<file path="config.mk">
export PLATFORM = sky130hd
export DESIGN_NAME = dual_slope_ctrl
export DESIGN_NICKNAME = d
export VERILOG_FILES = /design/src/rtl/ds_pkg.sv /design/src/rtl/ds_counter.sv /design/src/rtl/ds_settle_timer.sv /design/src/rtl/ds_result_latch.sv /design/src/rtl/dual_slope_ctrl.sv
export SDC_FILE = /design/constraint.sdc
export NUM_CORES = 1
export LEC_CHECK = 0
export BUFFER_PORTS_ARGS = -buffer_cell sky130_fd_sc_hd__buf_2
export CAP_MARGIN = 5
export CORE_MARGIN = 2
export CORE_UTILIZATION = 30
export CTS_CLUSTER_SIZE = 25
export DETAILED_ROUTE_END_ITERATION = 7
export PLACE_DENSITY = 0.52
export SKIP_CTS_REPAIR_TIMING = 1
export SLEW_MARGIN = 5
export SYNTH_ARGS = -nofsm -noshare
export SYNTH_HDL_FRONTEND = slang
export SYNTH_SLANG_ARGS = --single-unit
</file>
<file path="constraint.sdc">
create_clock -name clk_i -period 1.6 [get_ports clk_i]
set_input_delay 0.16 -clock clk_i [delete_from_list [all_inputs] [get_ports clk_i]]
set_output_delay 0.16 -clock clk_i [all_outputs]
set_load 0.05 [all_outputs]
</file>
<file path="src/rtl/ds_pkg.sv">
package ds_pkg;
  typedef enum logic [1:0] {
    ST_IDLE    = 2'd0,
    ST_SETTLE  = 2'd1,
    ST_RUNUP   = 2'd2,
    ST_RUNDOWN = 2'd3
  } ds_state_e;
endpackage

</file>
<file path="src/rtl/ds_counter.sv">
module ds_counter #(
  parameter int W = 8
) (
  input  logic         clk_i,
  input  logic         rst_ni,
  input  logic         clr_i,
  input  logic         en_i,
  output logic [W-1:0] cnt_o,
  output logic         at_max_o
);
  localparam logic [W-1:0] MAX = {W{1'b1}};

  always_ff @(posedge clk_i or negedge rst_ni) begin
    if (!rst_ni)    cnt_o <= '0;
    else if (clr_i) cnt_o <= '0;
    else if (en_i)  cnt_o <= cnt_o + 1'b1;
  end

  assign at_max_o = (cnt_o == MAX);
endmodule

</file>
<file path="src/rtl/ds_settle_timer.sv">
module ds_settle_timer #(
  parameter int CYCLES = 4
) (
  input  logic clk_i,
  input  logic rst_ni,
  input  logic run_i,
  output logic expire_o
);
  localparam int TW = (CYCLES > 1) ? $clog2(CYCLES) : 1;
  localparam logic [TW-1:0] LAST = TW'(CYCLES - 1);

  logic [TW-1:0] tcnt_q;

  always_ff @(posedge clk_i or negedge rst_ni) begin
    if (!rst_ni)     tcnt_q <= '0;
    else if (!run_i) tcnt_q <= '0;
    else if (!expire_o) tcnt_q <= tcnt_q + 1'b1;
  end

  // Last cycle of the settle window
  assign expire_o = run_i && (tcnt_q == LAST);
endmodule

</file>
<file path="src/rtl/ds_result_latch.sv">
module ds_result_latch #(
  parameter int W = 8
) (
  input  logic         clk_i,
  input  logic         rst_ni,
  input  logic         load_i,
  input  logic         sat_i,
  input  logic         clr_valid_i,
  input  logic [W-1:0] cnt_i,
  output logic [W-1:0] result_o,
  output logic         valid_o,
  output logic         ovr_o,
  output logic         done_o
);
  always_ff @(posedge clk_i or negedge rst_ni) begin
    if (!rst_ni) begin
      result_o <= '0;
      valid_o  <= 1'b0;
      ovr_o    <= 1'b0;
      done_o   <= 1'b0;
    end else begin
      done_o <= load_i;
      if (load_i) begin
        result_o <= sat_i ? {W{1'b1}} : cnt_i;
        ovr_o    <= sat_i;
        valid_o  <= 1'b1;
      end else if (clr_valid_i) begin
        valid_o  <= 1'b0;
      end
    end
  end
endmodule

</file>
<file path="src/rtl/dual_slope_ctrl.sv">
module dual_slope_ctrl
  import ds_pkg::*;
#(
  parameter int CNT_W      = 8,
  parameter int SETTLE_CYC = 4
) (
  input  logic             clk_i,
  input  logic             rst_ni,
  input  logic             start_i,
  input  logic             cmp_i,
  output logic             sel_ref_o,
  output logic             int_rst_o,
  output logic             pwr_en_o,
  output logic [CNT_W-1:0] result_o,
  output logic             valid_o,
  output logic             ovr_o,
  output logic             done_o
);
  ds_state_e state_q, state_d;

  logic [CNT_W-1:0] cnt;
  logic at_max, cnt_clr, cnt_en;
  logic settle_done, accept, wrap_up, stop_down, sat;

  assign accept    = (state_q == ST_IDLE) && start_i;
  assign wrap_up   = (state_q == ST_RUNUP) && cmp_i && at_max;
  assign stop_down = (state_q == ST_RUNDOWN) && (!cmp_i || at_max);
  assign sat       = (state_q == ST_RUNDOWN) && cmp_i && at_max;

  // Count enable is the comparator gated by the active phase
  assign cnt_en  = cmp_i && ((state_q == ST_RUNUP) || (state_q == ST_RUNDOWN));
  assign cnt_clr = accept || wrap_up || stop_down;

  always_comb begin
    state_d = state_q;
    unique case (state_q)
      ST_IDLE:    if (start_i)     state_d = ST_SETTLE;
      ST_SETTLE:  if (settle_done) state_d = ST_RUNUP;
      ST_RUNUP:   if (wrap_up)     state_d = ST_RUNDOWN;
      ST_RUNDOWN: if (stop_down)   state_d = ST_IDLE;
      default:                     state_d = ST_IDLE;
    endcase
  end

  always_ff @(posedge clk_i or negedge rst_ni) begin
    if (!rst_ni) state_q <= ST_IDLE;
    else         state_q <= state_d;
  end

  assign pwr_en_o  = (state_q != ST_IDLE);
  assign int_rst_o = (state_q == ST_SETTLE);
  assign sel_ref_o = (state_q == ST_RUNDOWN);

  ds_settle_timer #(.CYCLES(SETTLE_CYC)) u_settle (
    .clk_i    (clk_i),
    .rst_ni   (rst_ni),
    .run_i    (state_q == ST_SETTLE),
    .expire_o (settle_done)
  );

  ds_counter #(.W(CNT_W)) u_cnt (
    .clk_i    (clk_i),
    .rst_ni   (rst_ni),
    .clr_i    (cnt_clr),
    .en_i     (cnt_en),
    .cnt_o    (cnt),
    .at_max_o (at_max)
  );

  ds_result_latch #(.W(CNT_W)) u_res (
    .clk_i       (clk_i),
    .rst_ni      (rst_ni),
    .load_i      (stop_down),
    .sat_i       (sat),
    .clr_valid_i (accept),
    .cnt_i       (cnt),
    .result_o    (result_o),
    .valid_o     (valid_o),
    .ovr_o       (ovr_o),
    .done_o      (done_o)
  );
endmodule

</file>
# Word-level counts from Yosys, hierarchy flattened
# Cells that the tools add are included.
# W data, S select, Z words.
# totals
reg_bits,23
latch_bits,0
ramBits,0
romBits,0
in_bits,4
output_inout_bits,14
memories,0
# op_classes
n_addsub,2
mul,0
div,0
order_cmp,0
n_eq_ne,10
shift,0
n_mux,12
bitwise,0
n_reduce_logical,18
# op_table
operator,count
$mux W8,3
$mux W2,6
$add A8 B1 Y8 const B,1
$eq A8 B8 Y1 const B,1
$logic_and A1 B1 Y1,8
$ne A2 B2 Y1 const B,4
$pmux W2 S4,1
$eq A2 B2 Y1 const B,3
$reduce_bool A2 Y1,3
$logic_or A1 B1 Y1,4
$reduce_and A4 Y1,1
$add A2 B1 Y2 const B,1
$eq A2 B1 Y1 const B,1
$logic_not A2 Y1,1
$mux W1,2
$ne A2 B1 Y1 const B,1
$logic_not A1 Y1,1

# Logic depth before layout (Yosys ltp)
# logic_depth
word_depth,6
mapped_depth,6

# Cells and area by module
# A second synthesis with hierarchy kept.
# unflattened
cells_unflattened,111
hier_area_um2,1181.1
# modules_own_cells
mod,n_inst,cells_each,area_each_um2
ds_result_latch,1,41,439.2
ds_counter,1,39,396.6
dual_slope_ctrl,1,23,244.0
ds_settle_timer,1,8,101.3

# Worst setup path after synthesis
# No wires, ideal clock.
# synth_path
path_kind,register to register
startpoint,register state_q[0]
endpoint,register u_res.result_o[3]
arrival_time_ns,1.681
required_ns,1.475
path_slack_ns,-0.206
path_stages_with_launch,6
path_buffers,2
synth_period_minus_slack_ns,1.806
path_cell_list,dfrtp_1 -> ha_1 -> buf_2 -> and2_1 -> buf_6 -> mux2_4
# synth_rtl
item,line,text
start: declaration,dual_slope_ctrl.sv:19,"ds_state_e state_q, state_d;"
start signal: assignment,dual_slope_ctrl.sv:47,else state_q <= state_d;
$eq A2 B2 Y1,n/a,
net sel_ref_o,dual_slope_ctrl.sv:11,"output logic sel_ref_o,"
$logic_and A1 B1 Y1,dual_slope_ctrl.sv:27,assign stop_down = (state_q == ST_RUNDOWN) && (!cmp_i || at_max);
net stop_down,dual_slope_ctrl.sv:23,"logic settle_done, accept, wrap_up, stop_down, sat;"
end signal: assignment,ds_result_latch.sv:24,result_o <= sat_i ? {W{1'b1}} : cnt_i;
end: declaration,ds_result_latch.sv:10,"output logic [W-1:0] result_o,"
# The timed path passes the listed nets, and every way through them passes these cells.
# A chain may end at the register's enable or synchronous reset.

# Worst setup path in the final report
# layout_path
startpoint,register state_q[0]
endpoint,output port sel_ref_o
# layout_via
elab_chain_len,1
# layout_rtl
item,line,text
$eq A2 B2 Y1,dual_slope_ctrl.sv:52,assign sel_ref_o = (state_q == ST_RUNDOWN);
end: declaration,dual_slope_ctrl.sv:11,
# Every way passes these cells.

==> impl_metrics.tcl <==
set metrics [dict create \
    grt_pass1_vias 817 \
    cts_made_buffers 3 \
    slew_violations 0 \
    antenna_found_initial 0 \
    clkTransAtPathRegs_ps 130 \
    drv_cap 0 \
    grt_use_total_pct 11.57 \
    clock.fmax_mhz 661.3 \
    finClkSkew_ps 6.325 \
    crit_fanout 10 \
    synth_top_area_share_pct 52.39 \
    max_slew.worst_pin.slew_ps 499.7 \
    htreeDepth 1 \
    numClockSinks 23 \
    critical_path_buf_inv_count 2 \
    grt_pass1_wl_um 3698 \
    ys_seq_area_share_pct 52.39 \
    portBuffers 17 \
    cts_tree "built" \
    fp.dieH_um 64.52 \
    fin_nets 142 \
    dp.cells 172 \
    cts_buffer_depth 2 \
    grt_max_degree 24 \
    yosys-top-cells-area "dfrtp_1, ha_1, o22a_1, xnor2_1, nor2_1" \
    die-area_um2 4162 \
    synth-seq-cells 23 \
    async_flop_share_pct 100.0 \
    first_pass_iters 4 \
    postSynthAreaPerCell_um2 10.99 \
    synthCells 100 \
    min_path_type "in -> reg" \
    synthFlopType "dfrtp_1" \
    dr.first_iter.drc_count 34 \
    period_minus_slack_ps 1512 \
    synth_commonest_cells "dfrtp_1, nor2_1, nand2_1, o22a_1" \
    synth_top_cell_by_area "dfrtp_1" \
    slowest_stage "dfrtp_2" \
    grt.overflow.total 0 \
    start_util_pct 32.16 \
    ys_warn_count 0 \
    mappedNetlistArea_um2 1099 \
    rsz0062_at_grt "false" \
    fp-row-count 21 \
    num_vias 841 \
    drt-vias-per-instance 4.751 \
    avgRoutedWirePerCell_um 12.31 \
    power.leakage_nw 0.6721 \
    diodes 0 \
    cpPeakStageDelay_ps 430 \
    synth-edff-count 0 \
    arrival_ps 1350 \
    place_congestion 0.8036 \
    crit_family "buffers and inverters" \
    drive_gt1_share_pct 33.59 \
    drc 0 \
    area_growth_pct 26.88 \
    start_kind "flop" \
    p_per_area_nw_per_um2 735.3 \
    routed_wl_um 2179 \
    max-vdd-ir-drop_uv 214.0 \
    hpwl_um 1692 \
    fin_cells 177 \
    relSlewSlack_pct 66.69 \
    cts-root-buf "clkbuf_4" \
    die_w_um 64.52 \
    fin_util_pct 40.81 \
    critical_path_required_ps 1440 \
    ant_nets 0 \
    clk_latency_ps 300 \
    setup_viol 0 \
    path_cells "buf_4 > ha_4 > buf_2" \
    criticalPathCategory "reg -> out" \
    finalCritPeriodShare_pct 94.51 \
    coreArea_um2 3416 \
    status "finished, final reports clean" \
    io_pins 18 \
    yosysUniqueCellTypes 26 \
    worstSetupEndpointType "output port" \
    hold_viol 0 \
    synth.most_common_cell "dfrtp_1" \
    synth_nets 110 \
]
-- routing by layer --
layer | share of wire (%) | GRT usage, %
met5 | 0 | 0
met2 | 47 | 18.10
met4 | 1.2 | 5.585
met3 | 2.2 | 1.563
met1 | 49 | 15.75
-- cells in the final DEF (no fill, tap or decap), types with 4 or more instances in the layout --
| master | count |
|---|---|
| buf_2 | 16 |
| nor2_1 | 9 |
| buf_4 | 11 |
| nor3_1 | 5 |
| xnor2_1 | 6 |
| a21oi_1 | 4 |
| dfrtp_1 | 22 |
| o22a_1 | 7 |
| nand2_1 | 7 |
-- layout make-up --
class | count | area [um2]
clock buffer | 3 | 22.52
sequential | 23 | 576.8
timing repair buffer | 29 | 183.9
multi-input combinational | 70 | 529.3
fill | 351 | 2022
tap | 46 | 57.56
inverter | 5 | 18.77
clock inverter | 1 | 5.005
-- worst register-to-register path, cell delays in order (launching register included) --
cell	delay, ps
dfrtp_1	390
ha_1	170
nand3_1	120
o21ai_1	170
and2_1	240
mux2_4	310
-- report_power, final --
| part | switching (W) | internal (W) |
|---|---|---|
| clock network | 0.000166 | 0.0000931 |
| logic | 0.0000777 | 0.0000676 |
| registers | 0.0000159 | 0.000604 |
-- path summary, 6_finish.rpt --
check,start,to,slack (ps),cells past startpoint
max,state_q[0]$_DFFE_PN0P_,sel_ref_o,90,3
min,start_i,u_res.valid_o$_DFFE_PN0P_,160,3
max reg2reg,u_cnt.cnt_o[1]$_DFFE_PN0P_,u_res.result_o[3]$_DFFE_PN0P_,100,5
min reg2reg,u_res.valid_o$_DFFE_PN0P_,u_res.valid_o$_DFFE_PN0P_,490,1
max in group asynchronous,rst_ni,state_q[0]$_DFFE_PN0P_,900,2
min in group asynchronous,rst_ni,u_cnt.cnt_o[2]$_DFFE_PN0P_,340,2
-- metrics by stage --
| step | setup TNS (ps) | area (um2) | hold slack (ps) | setup WS (ps) | power (W) |
|---|---|---|---|---|---|
| after global placement | 0 | 1333 | 163.1 | 100.0 | 0.0007725 |
| after CTS | -60.01 | 1360 | -181.4 | -60.01 | 0.001039 |
| after global routing | 0 | 1394 | 169.1 | 2.262 | 0.001080 |
| final | 0 | 1394 | 160.1 | 87.89 | 0.001025 |
| after floorplan | -1.468 | 1124 | -135.6 | -1.468 | 0.0006936 |
| after detailed placement | 0 | 1333 | 174.1 | 79.18 | 0.0007738 |
-- logic make-up (layout without fill, tap and decap cells) --
| logic type | count (synthesis) | in the layout | share of synthesized area, % |
|---|---|---|---|
| AOI/OAI and AO/OA | 21 | 21 | 13.21 |
| xor gates and xnor gates | 8 | 8 | 6.378 |
| adders and majority gates | 6 | 6 | 6.834 |
| buffers and inverters | 7 | 38 | 3.189 |
| DFF | 23 | 23 | 52.39 |
| muxes | 3 | 3 | 3.303 |
| and+or+nand+nor | 32 | 32 | 14.69 |
-- sequential cells by signal (all words and copies together), names as in the netlist --
register	count
u_res.ovr_o	1
u_res.done_o	1
u_cnt.cnt_o	8
state_q	2
u_res.result_o	8
u_res.valid_o	1
u_settle.tcnt_q	2
Note: power is estimated with default switching activity, not from simulation.
